### src/rtl/mw_pkg.sv
package mw_pkg;
   typedef enum logic [2:0] {
      OP_READ  = 3'd0,
      OP_WRITE = 3'd1,
      OP_ERASE = 3'd2,
      OP_ERAL  = 3'd3,
      OP_WRAL  = 3'd4,
      OP_EWEN  = 3'd5,
      OP_EWDS  = 3'd6
   } mw_op_e;

   localparam int unsigned MW_AW_MIN = 7;
   localparam int unsigned MW_AW_MAX = 11;
   localparam int unsigned MW_DW     = 8;
   localparam int unsigned MW_FW     = 3 + MW_AW_MAX + MW_DW;
   localparam int unsigned MW_CW     = $clog2(MW_FW + 1);
endpackage

### src/rtl/mw_frame.sv
module mw_frame
   import mw_pkg::*;
(
   input  logic [2:0]           op,
   input  logic [MW_AW_MAX-1:0] addr,
   input  logic [MW_DW-1:0]     wdata,
   input  logic [1:0]           size_sel,
   output logic [MW_FW-1:0]     frame,
   output logic [MW_CW-1:0]     nclk,
   output logic                 legal,
   output logic                 is_read,
   output logic                 is_prog
);
   int unsigned          abits;
   logic [1:0]           opc;
   logic [1:0]           xsel;
   logic                 ext;
   logic                 has_data;
   logic [MW_AW_MAX-1:0] afield;
   logic [MW_DW-1:0]     dfield;
   logic [MW_FW-1:0]     head, abody, dbody;

   always_comb begin
      legal    = (size_sel != 2'b11) && (op != 3'd7);
      abits    = (size_sel == 2'b11) ? MW_AW_MIN : MW_AW_MIN + 2 * int'(size_sel);
      opc      = 2'b00;
      xsel     = 2'b00;
      ext      = 1'b0;
      has_data = 1'b0;
      is_read  = 1'b0;
      is_prog  = 1'b0;
      case (op)
         OP_READ:  begin opc = 2'b10; has_data = 1'b1; is_read = 1'b1; end
         OP_WRITE: begin opc = 2'b01; has_data = 1'b1; is_prog = 1'b1; end
         OP_ERASE: begin opc = 2'b11; is_prog = 1'b1; end
         OP_ERAL:  begin ext = 1'b1; xsel = 2'b10; is_prog = 1'b1; end
         OP_WRAL:  begin ext = 1'b1; xsel = 2'b01; has_data = 1'b1; is_prog = 1'b1; end
         OP_EWEN:  begin ext = 1'b1; xsel = 2'b11; end
         default:  begin ext = 1'b1; xsel = 2'b00; end
      endcase
      if (ext)
         afield = {xsel, {(MW_AW_MAX-2){1'b0}}} >> (MW_AW_MAX - abits);
      else
         afield = addr & ({MW_AW_MAX{1'b1}} >> (MW_AW_MAX - abits));
      dfield = (has_data && !is_read) ? wdata : '0;
      head   = MW_FW'({1'b1, opc}) << (abits + MW_DW);
      abody  = MW_FW'(afield) << MW_DW;
      dbody  = MW_FW'(dfield);
      frame  = (head | abody | dbody) << (MW_AW_MAX - abits);
      nclk   = MW_CW'(3 + abits + (has_data ? MW_DW : 0));
   end
endmodule

### src/rtl/mw_tick.sv
module mw_tick #(
   parameter int unsigned HALF_DIV = 4
) (
   input  logic clk,
   input  logic rst_n,
   input  logic run,
   output logic tick
);
   if (HALF_DIV < 1) begin : g_bad_div
      $error("HALF_DIV must be at least 1");
   end

   if (HALF_DIV == 1) begin : g_direct
      assign tick = run;
   end else begin : g_count
      localparam int unsigned TW = $clog2(HALF_DIV);
      logic [TW-1:0] cnt;
      always_ff @(posedge clk or negedge rst_n) begin
         if (!rst_n)
            cnt <= '0;
         else if (!run || cnt == TW'(HALF_DIV - 1))
            cnt <= '0;
         else
            cnt <= cnt + 1'b1;
      end
      assign tick = run && (cnt == TW'(HALF_DIV - 1));
   end
endmodule

### src/rtl/mw_eeprom_master.sv
module mw_eeprom_master
   import mw_pkg::*;
#(
   parameter int unsigned HALF_DIV   = 4,
   parameter int unsigned POLL_LIMIT = 64
) (
   input  logic        clk,
   input  logic        rst_n,
   input  logic        cmd_start,
   input  logic [2:0]  cmd_op,
   input  logic [10:0] cmd_addr,
   input  logic [7:0]  cmd_wdata,
   input  logic [1:0]  size_sel,
   output logic        busy,
   output logic [7:0]  rd_data,
   output logic        timeout,
   output logic        ee_cs,
   output logic        ee_sck,
   output logic        ee_dout,
   input  logic        ee_din
);
   localparam int unsigned PCW = $clog2(POLL_LIMIT + 1);

   if (POLL_LIMIT < 1) begin : g_bad_poll
      $error("POLL_LIMIT must be at least 1");
   end

   typedef enum logic [2:0] {ST_IDLE, ST_SHIFT, ST_GAP, ST_PCS, ST_POLL, ST_END} st_e;

   st_e              state;
   logic [MW_FW-1:0] sreg;
   logic [MW_CW-1:0] bit_cnt, nclk_q, dstart_q;
   logic             read_q, prog_q;
   logic [7:0]       rd_sh;
   logic [PCW-1:0]   poll_cnt;
   logic             tmo_q, cs_q, sk_q;
   logic             tick;

   logic [MW_FW-1:0] f_frame;
   logic [MW_CW-1:0] f_nclk;
   logic             f_legal, f_read, f_prog;

   mw_frame u_frame (
      .op(cmd_op), .addr(cmd_addr), .wdata(cmd_wdata), .size_sel(size_sel),
      .frame(f_frame), .nclk(f_nclk), .legal(f_legal),
      .is_read(f_read), .is_prog(f_prog)
   );

   mw_tick #(.HALF_DIV(HALF_DIV)) u_tick (
      .clk(clk), .rst_n(rst_n), .run(state != ST_IDLE), .tick(tick)
   );

   always_ff @(posedge clk or negedge rst_n) begin
      if (!rst_n) begin
         state <= ST_IDLE; sreg <= '0; bit_cnt <= '0; nclk_q <= '0; dstart_q <= '0;
         read_q <= 1'b0; prog_q <= 1'b0; rd_sh <= '0; poll_cnt <= '0;
         tmo_q <= 1'b0; cs_q <= 1'b0; sk_q <= 1'b0;
      end else begin
         case (state)
            ST_IDLE: if (cmd_start && f_legal) begin
               state    <= ST_SHIFT;
               cs_q     <= 1'b1;
               sk_q     <= 1'b0;
               sreg     <= f_frame;
               bit_cnt  <= '0;
               nclk_q   <= f_nclk;
               dstart_q <= f_nclk - MW_CW'(MW_DW);
               read_q   <= f_read;
               prog_q   <= f_prog;
               poll_cnt <= '0;
               tmo_q    <= 1'b0;
            end
            ST_SHIFT: if (tick) begin
               if (!sk_q) begin
                  sk_q <= 1'b1;
                  if (read_q && bit_cnt >= dstart_q)
                     rd_sh <= {rd_sh[6:0], ee_din};
               end else begin
                  sk_q <= 1'b0;
                  if (bit_cnt == nclk_q - 1'b1) begin
                     state <= ST_GAP;
                     cs_q  <= 1'b0;
                     sreg  <= '0;
                  end else begin
                     bit_cnt <= bit_cnt + 1'b1;
                     sreg    <= sreg << 1;
                  end
               end
            end
            ST_GAP: if (tick) begin
               if (prog_q) begin
                  state <= ST_PCS;
                  cs_q  <= 1'b1;
               end else
                  state <= ST_IDLE;
            end
            ST_PCS: if (tick) state <= ST_POLL;
            ST_POLL: if (tick) begin
               if (ee_din) begin
                  cs_q  <= 1'b0;
                  state <= ST_END;
               end else if (poll_cnt == PCW'(POLL_LIMIT - 1)) begin
                  tmo_q <= 1'b1;
                  cs_q  <= 1'b0;
                  state <= ST_END;
               end else
                  poll_cnt <= poll_cnt + 1'b1;
            end
            default: if (tick) state <= ST_IDLE;
         endcase
      end
   end

   assign busy    = (state != ST_IDLE);
   assign rd_data = rd_sh;
   assign timeout = tmo_q;
   assign ee_cs   = cs_q;
   assign ee_sck  = sk_q;
   assign ee_dout = sreg[MW_FW-1];

   // serial clock only inside a selected window
   p_sck_in_cs_r7: assert property (@(posedge clk) disable iff (!rst_n)
      ee_sck |-> ee_cs);
   // data to the device holds while the clock is high
   p_dout_hold_r7: assert property (@(posedge clk) disable iff (!rst_n)
      ee_sck |-> $stable(ee_dout));
   // idle engine leaves the device deselected
   p_idle_quiet_r10: assert property (@(posedge clk) disable iff (!rst_n)
      !busy |-> !ee_cs);
   // reserved size never launches a command
   p_reject_r1: assert property (@(posedge clk) disable iff (!rst_n)
      (!busy && cmd_start && size_sel == 2'b11) |=> !busy);
   // deselect lasts beyond a single cycle
   p_cs_gap_r8: assert property (@(posedge clk) disable iff (!rst_n)
      (HALF_DIV > 1 && $fell(ee_cs)) |=> !ee_cs);
   // timeout flag is sticky until a command is accepted
   p_tmo_sticky_r9: assert property (@(posedge clk) disable iff (!rst_n)
      (timeout && !(cmd_start && !busy)) |=> timeout);
endmodule

### config.mk
export PLATFORM = sky130hd
export DESIGN_NAME = mw_eeprom_master
export DESIGN_NICKNAME = d
export VERILOG_FILES = /design/src/rtl/mw_pkg.sv /design/src/rtl/mw_frame.sv /design/src/rtl/mw_tick.sv /design/src/rtl/mw_eeprom_master.sv
export SDC_FILE = /design/constraint.sdc
export NUM_CORES = 1
export LEC_CHECK = 0
export BUFFER_PORTS_ARGS = -buffer_cell sky130_fd_sc_hd__buf_4
export CORE_ASPECT_RATIO = 1.75
export CORE_MARGIN = 5
export CORE_UTILIZATION = 57
export DETAILED_ROUTE_END_ITERATION = 8
export GPL_ROUTABILITY_DRIVEN = 0
export MAX_ROUTING_LAYER = met4
export PLACE_DENSITY_LB_ADDON = 0.2
export SYNTH_ARGS = -nofsm -noshare
export SYNTH_HDL_FRONTEND = slang
export SYNTH_SLANG_ARGS = --single-unit
### constraint.sdc
create_clock -name clk -period 2.7 [get_ports clk]
set_input_delay 0.54 -clock clk [delete_from_list [all_inputs] [get_ports clk]]
set_output_delay 0.54 -clock clk [all_outputs]
set_load 0.02 [all_outputs]
## After elaboration in Yosys (flattened, before gate mapping)

Index checks and enable logic that the tools add are counted.

- Add/subtract/negate cells: 10
- Multipliers: 0
- Div/mod/pow operators: 0
- $lt $le $gt $ge: 1
- Equal/unequal tests: 28
- Shift-type cells: 4
- Muxes and demuxes: 55
- Bitwise operators: 4
- Reductions and logical operators: 27

Operators with widths:

| operator | count |
|---|---|
| 22-bit two-way mux | 4 |
| 22-bit case mux with 2 select lines | 1 |
| 32-bit by 4-bit adder with 32-bit output, second input constant | 1 |
| 22-bit by 32-bit left shift with 22-bit output | 1 |
| 3-bit by 32-bit left shift with 22-bit output | 1 |
| 11-bit by 32-bit >> shifter with 11-bit output | 1 |
| 11-bit by 32-bit >> shifter with 11-bit output, first input constant | 1 |
| 4-bit by 32-bit subtractor with 32-bit output, first input constant | 1 |
| 3-bit two-way mux | 10 |
| 7-bit two-way mux | 4 |
| 2-bit inequality test, second input constant | 13 |
| 22-bit by 19-bit bitwise OR with 22-bit output | 1 |
| 22-bit by 8-bit bitwise OR with 22-bit output | 1 |
| 5-bit two-way mux | 4 |
| 1-bit two-way mux | 18 |
| 9-bit AND reduction | 2 |
| 3-bit case mux with 5 select lines | 1 |
| 5-bit AND reduction | 3 |
| 7-bit case mux with 2 select lines | 1 |
| 3-bit by 2-bit == test with 1-bit output, second input constant | 4 |
| 2-bit case mux with 3 select lines | 2 |
| 11-bit AND | 1 |
| 11-bit two-way mux | 1 |
| 5-bit case mux with 2 select lines | 1 |
| other kinds (33) | 51 |

- Register bits: 62
- Bits in latches: 0
- RAM bits: 0
- Memory bits (read-only): 0
- Input bits: 28
- Output and inout bits: 13
- Logic and storage cells: 142
- Memories: 0

## Longest topological paths before layout

- Word-level depth: 11
- Depth in mapped cells: 9
- Gate-level depth less buffers: 7

## Hierarchy

From an unflattened synthesis, not the netlist that was laid out.

- Cell total of the unflattened synthesis: 444
- Area total of the unflattened synthesis: 3930.0 sq um

By module, submodules not included:

| module | instances | cells an instance | area an instance (sq um) | seq. area each (sq um) |
|---|---|---|---|---|
| mw_eeprom_master | 1 | 319 | 3074.2 | 1426.4 |
| mw_frame | 1 | 119 | 764.5 | 0.0 |
| mw_tick | 1 | 6 | 91.3 | 50.0 |

## Worst setup path after synthesis

OpenSTA, ideal clock, no wires.

- Kind: input to register
- Start: in size_sel[0]
- End: reg sreg[4]
- Library setup time: 0.126 ns
- Arrival time: 1.998 ns
- Data required time: 2.574 ns
- Path slack: 0.576 ns
- Stages on the path: 8
- Buffers on the path: 2
- Cells stage by stage: inv_1 > ha_1 > clkbuf_1 > clkbuf_1 > nor2_1 > a21oi_1 > nor4_1 > a221o_1

- Cells in the longest elaborated chain, start to end: 11
- Elaborated cells between the ends (all ways): 20
- Classes of those cells: add/sub (3); eq/ne (3); shift (4); mux (4); bitwise (3); reduce/logical (3)

RTL lines:

| what | line | text |
|---|---|---|
| start, declared | mw_eeprom_master.sv:13 | `input logic [1:0] size_sel,` |
| 3-bit by 3-bit adder with 4-bit output or 2-bit == test (tied branches) | mw_frame.sv:25 | `abits = (size_sel == 2'b11) ? MW_AW_MIN : MW_AW_MIN + 2 * int'(size_sel);` |
| 4-bit two-way mux | mw_frame.sv:25 |  |
| 4-bit by 32-bit subtractor with 32-bit output | mw_frame.sv:42, mw_frame.sv:44, mw_frame.sv:49 |  |
| 11-bit by 32-bit >> shifter with 11-bit output | mw_frame.sv:44 | `afield = addr & ({MW_AW_MAX{1'b1}} >> (MW_AW_MAX - abits));` |
| 11-bit AND | mw_frame.sv:44 |  |
| 11-bit two-way mux | mw_frame.sv:41 | `if (ext)` |
| 22-bit by 19-bit bitwise OR with 22-bit output | mw_frame.sv:49 | `frame = (head \| abody \| dbody) << (MW_AW_MAX - abits);` |
| 22-bit by 8-bit bitwise OR with 22-bit output | mw_frame.sv:49 |  |
| 22-bit by 32-bit left shift with 22-bit output | mw_frame.sv:49 |  |
| 22-bit two-way mux | mw_eeprom_master.sv:60 | `ST_IDLE: if (cmd_start && f_legal) begin` |
| 22-bit case mux with 2 select lines | mw_eeprom_master.sv:59 | `case (state)` |
| end signal, assigned | mw_eeprom_master.sv:64 | `sreg <= f_frame;` |
| end signal, assigned | mw_eeprom_master.sv:86 | `sreg <= sreg << 1;` |
| end, declared | mw_eeprom_master.sv:31 | `logic [MW_FW-1:0] sreg;` |

Parallel ways exist; a longest one is shown, timed or not. The select of a mux whose other input is x is not followed.
A chain may end at the register's enable or synchronous reset.

## Final worst setup path

- Start: reg nclk_q[2]
- End: reg sreg[15]

- Cells in the longest elaborated chain, start to end: 6

RTL lines:

| what | line | text |
|---|---|---|
| start, declared | mw_eeprom_master.sv:32 | `logic [MW_CW-1:0] bit_cnt, nclk_q, dstart_q;` |
| start signal, assigned | mw_eeprom_master.sv:66 | `nclk_q <= f_nclk;` |
| 5-bit by 1-bit subtractor with 5-bit output | mw_eeprom_master.sv:80 | `if (bit_cnt == nclk_q - 1'b1) begin` |
| 5-bit == test | mw_eeprom_master.sv:80 |  |
| 22-bit two-way mux | mw_eeprom_master.sv:80 |  |
| 22-bit two-way mux | mw_eeprom_master.sv:74 | `if (!sk_q) begin` |
| 22-bit two-way mux | mw_eeprom_master.sv:73 | `ST_SHIFT: if (tick) begin` |
| 22-bit case mux with 2 select lines | mw_eeprom_master.sv:59 |  |

No other way between the ends. The select of a mux whose other input is x is not followed.

==> metrics.md <==
| Metric | Value |
|---|---|
| Via density | `6.34` |
| EDFF count, synth | `0` |
| # clock sinks | `58` |
| DP Wirelength | `6970 um` |
| CP startpoint kind | `flop` |
| P_leak | `0.00199 uW` |
| Synth unique cells | `71` |
| Synth Area per Inst | `9.36 sq um` |
| Worst path slowest cell | `xor3_1` |
| Starting Density | `58.9%` |
| Status | `finished, final reports clean` |
| RR Startpoint | `nclk_q[2]$_DFFE_PN0P_` |
| Detailed Route WL | `9480 um` |
| Leading area contributor after synthesis | `dfrtp_1` |
| Vias in the first global route | `3319` |
| Proportion of layout cells with a drive suffix above 1 | `21.4%` |
| Antenna-violating nets left | `0` |
| Synthesized area | `3670 sq um` |
| CP Class | `reg2reg` |
| N_diodes | `0` |
| # rows | `38` |
| Worst hold path type | `in2async` |
| Worst VDD drop | `410 uV` |
| Fmax | `437 MHz` |
| Die ar. | `8210 sq um` |
| Clock buffer depth | `2` |
| Setup WS post-layout | `0.414 ns` |
| Total gr overflow | `0` |
| Die width | `70.7 um` |
| Synth Flop Type | `dfrtp_1` |
| Final setup violation count | `0` |
| Sequential element share of the synthesized area | `39.5%` |
| Reg-to-reg slack, setup | `0.41 ns` |
| I/O Pins | `41` |
| Area Growth Syn to Fin | `16.3%` |
| Synth top cells by count | `dfrtp_1, nand2_1, nor2_1, o21ai_0, nand3_1` |
| First-pass GRT wire length | `15800 um` |
| I/O Buffers | `40` |
| Crit end category | `flop` |
| Clk root buf | `clkbuf_8` |
| Period utilisation layout | `84.7%` |
| DR vias | `3258` |
| Register Area | `1450 sq um` |
| Top-count cell post-synth | `dfrtp_1` |
| Slew @ Worst Pin | `1.04 ns` |
| Fill count | `527` |
| Max Cap Violations | `0` |
| DRC errors left | `0` |
| Area fraction of the dominant cell type after synthesis | `39.5%` |
| RSZ-0062 raised after global routing | `false` |
| Largest delay share family, worst path | `simple AND/OR/NAND/NOR gates` |
| Worst skew pair latency | `0.35 ns` |
| Setup TNS | `0 ns` |
| Cts hold-fix bufs | `0` |
| Largest net degree at the start of global routing | `59` |
| Die Ht | `116 um` |
| TritonRoute pass-1 iters | `5` |
| Largest fanout on the critical path | `14` |
| H-tree depth | `3` |
| Syn nets | `433` |
| Pwr/cell area | `879 nW/um^2` |
| Core area | `6230 sq um` |
| Initial antenna violation count | `0` |
| Final hold viol count | `0` |
| NumNets Final | `470` |
| Relative slew slack | `30.2%` |
| Setup Fix Bufs, Post-CTS | `0` |
| Synth area leaders | `dfrtp_1, mux2_2, ha_1` |
| Setup Skew | `0.0105 ns` |
| Slowest stage delay, CP | `0.44 ns` |
| TritonCTS clock tree | `done` |
| Worst Path Required | `2.93 ns` |
| Post-CTS Resized | `0` |
| Worst path arrival time | `2.51 ns` |
| GRT Total Usage | `25.4%` |
| Num CTS Buffers | `9` |
| Synth Instances | `392` |
| Crit-path cells | `inv_1 -> ha_1 -> xor3_1 -> nor4_4 -> a21oi_4 -> and2_4 -> a221o_1` |
| Drt first-iter violations | `259` |
| Multi-input gate area | `2020 sq um` |
| Min Tclk post-route | `2.29 ns` |
| FFs w/ async S/R, synth | `100%` |
| Final slew viol count | `0` |
| Pre-CTS setup slack | `0.185 ns` |
| Mean routed wirelength per cell | `18.4 um` |
| Register clock-pin slew on the reported worst setup and hold paths | `0.06 ns` |
| CP bufs+invs | `1` |
| FF+latch count, synth | `58` |
| Synth warnings | `0` |
| Worst Setup SP | `nclk_q[2]$_DFFE_PN0P_` |
per-layer routing:
| metal | global-route usage (%) | routed length, um |
|---|---|---|
| met2 | 44.9 | 5090 |
| met5 | - | 0 |
| met1 | 25.8 | 3370 |
| met3 | 5.00 | 534 |
| met4 | 15.4 | 483 |
state kept, by name, indices dropped and copies added (netlist names):
name                count
read_q                  1
state                   3
prog_q                  1
poll_cnt                7
ee_sck                  1
u_tick.g_count.cnt      2
timeout                 1
dstart_q                2
rd_data                 8
ee_cs                   1
sreg                   22
bit_cnt                 5
nclk_q                  4
worst paths after layout:
check	endpoint	depth (start not counted)
min in group clk	u_tick.g_count.cnt[0]$_DFF_PN0_	1
max in group asynchronous	poll_cnt[5]$_DFFE_PN0P_	1
min reg2reg	u_tick.g_count.cnt[0]$_DFF_PN0_	1
max reg2reg	sreg[15]$_DFFE_PN0P_	7
max	sreg[15]$_DFFE_PN0P_	7
min	rd_data[1]$_DFFE_PN0P_	1
report_power, final:
part | internal (uW) | total, uW | leakage, uW | switching [uW]
Combinational | 662 | 1550 | 0.00111 | 889
Clock | 570 | 916 | 0.000117 | 346
Sequential | 1100 | 1290 | 0.000761 | 188
cell type report:
class | instances | share of cell area, %
Inverter | 18 | 1.58
Multi-Input combinational cell | 289 | 47.4
Clock buffer | 12 | 3.63
Tap cell | 80 | 2.34
Sequential cell | 58 | 34.0
Timing Repair Buffer | 53 | 9.32
Clock inverter | 4 | 1.73
placed cells by master (no fill, tap or decap), types with 9 or more instances in the layout:
cell      instances
a21oi_1          15
a221o_1          11
buf_4            53
clkbuf_8         11
dfrtp_1          58
ha_1             12
inv_1            15
mux2_2           14
mux2i_1          11
nand2_1          35
nand3_1          17
nor2_1           29
nor3_1            9
o21ai_0          21
cells by family (layout without fill, tap and decap cells):
group	Yosys count	in the layout	share of synthesized area, %
adder cells (fa/ha/maj)	13	13	4.64
AO/OA/AOI/OAI	106	106	21.0
flip-flops	58	58	39.5
XOR/XNOR	10	10	3.00
buffers and inverters	45	87	5.32
multiplexers	26	26	7.60
AND/OR/NAND/NOR	134	134	18.9
per-stage QoR:
stage / total power (uW) / utilization [%] / hold slack (ns) / cells / instance area (sq um)
after global routing: 4010 / 68.6 / 0.319 / 514 / 4270
after CTS: 3770 / 68.6 / 0.262 / 514 / 4270
after floorplan: 2420 / - / 0.244 / 392 / 3670
after global placement: 2800 / 64.9 / 0.422 / 498 / 4040
final: 3750 / 68.6 / 0.253 / 514 / 4270
after detailed placement: 2840 / 64.9 / 0.442 / 498 / 4040
Power figures use the tool's default switching activity.
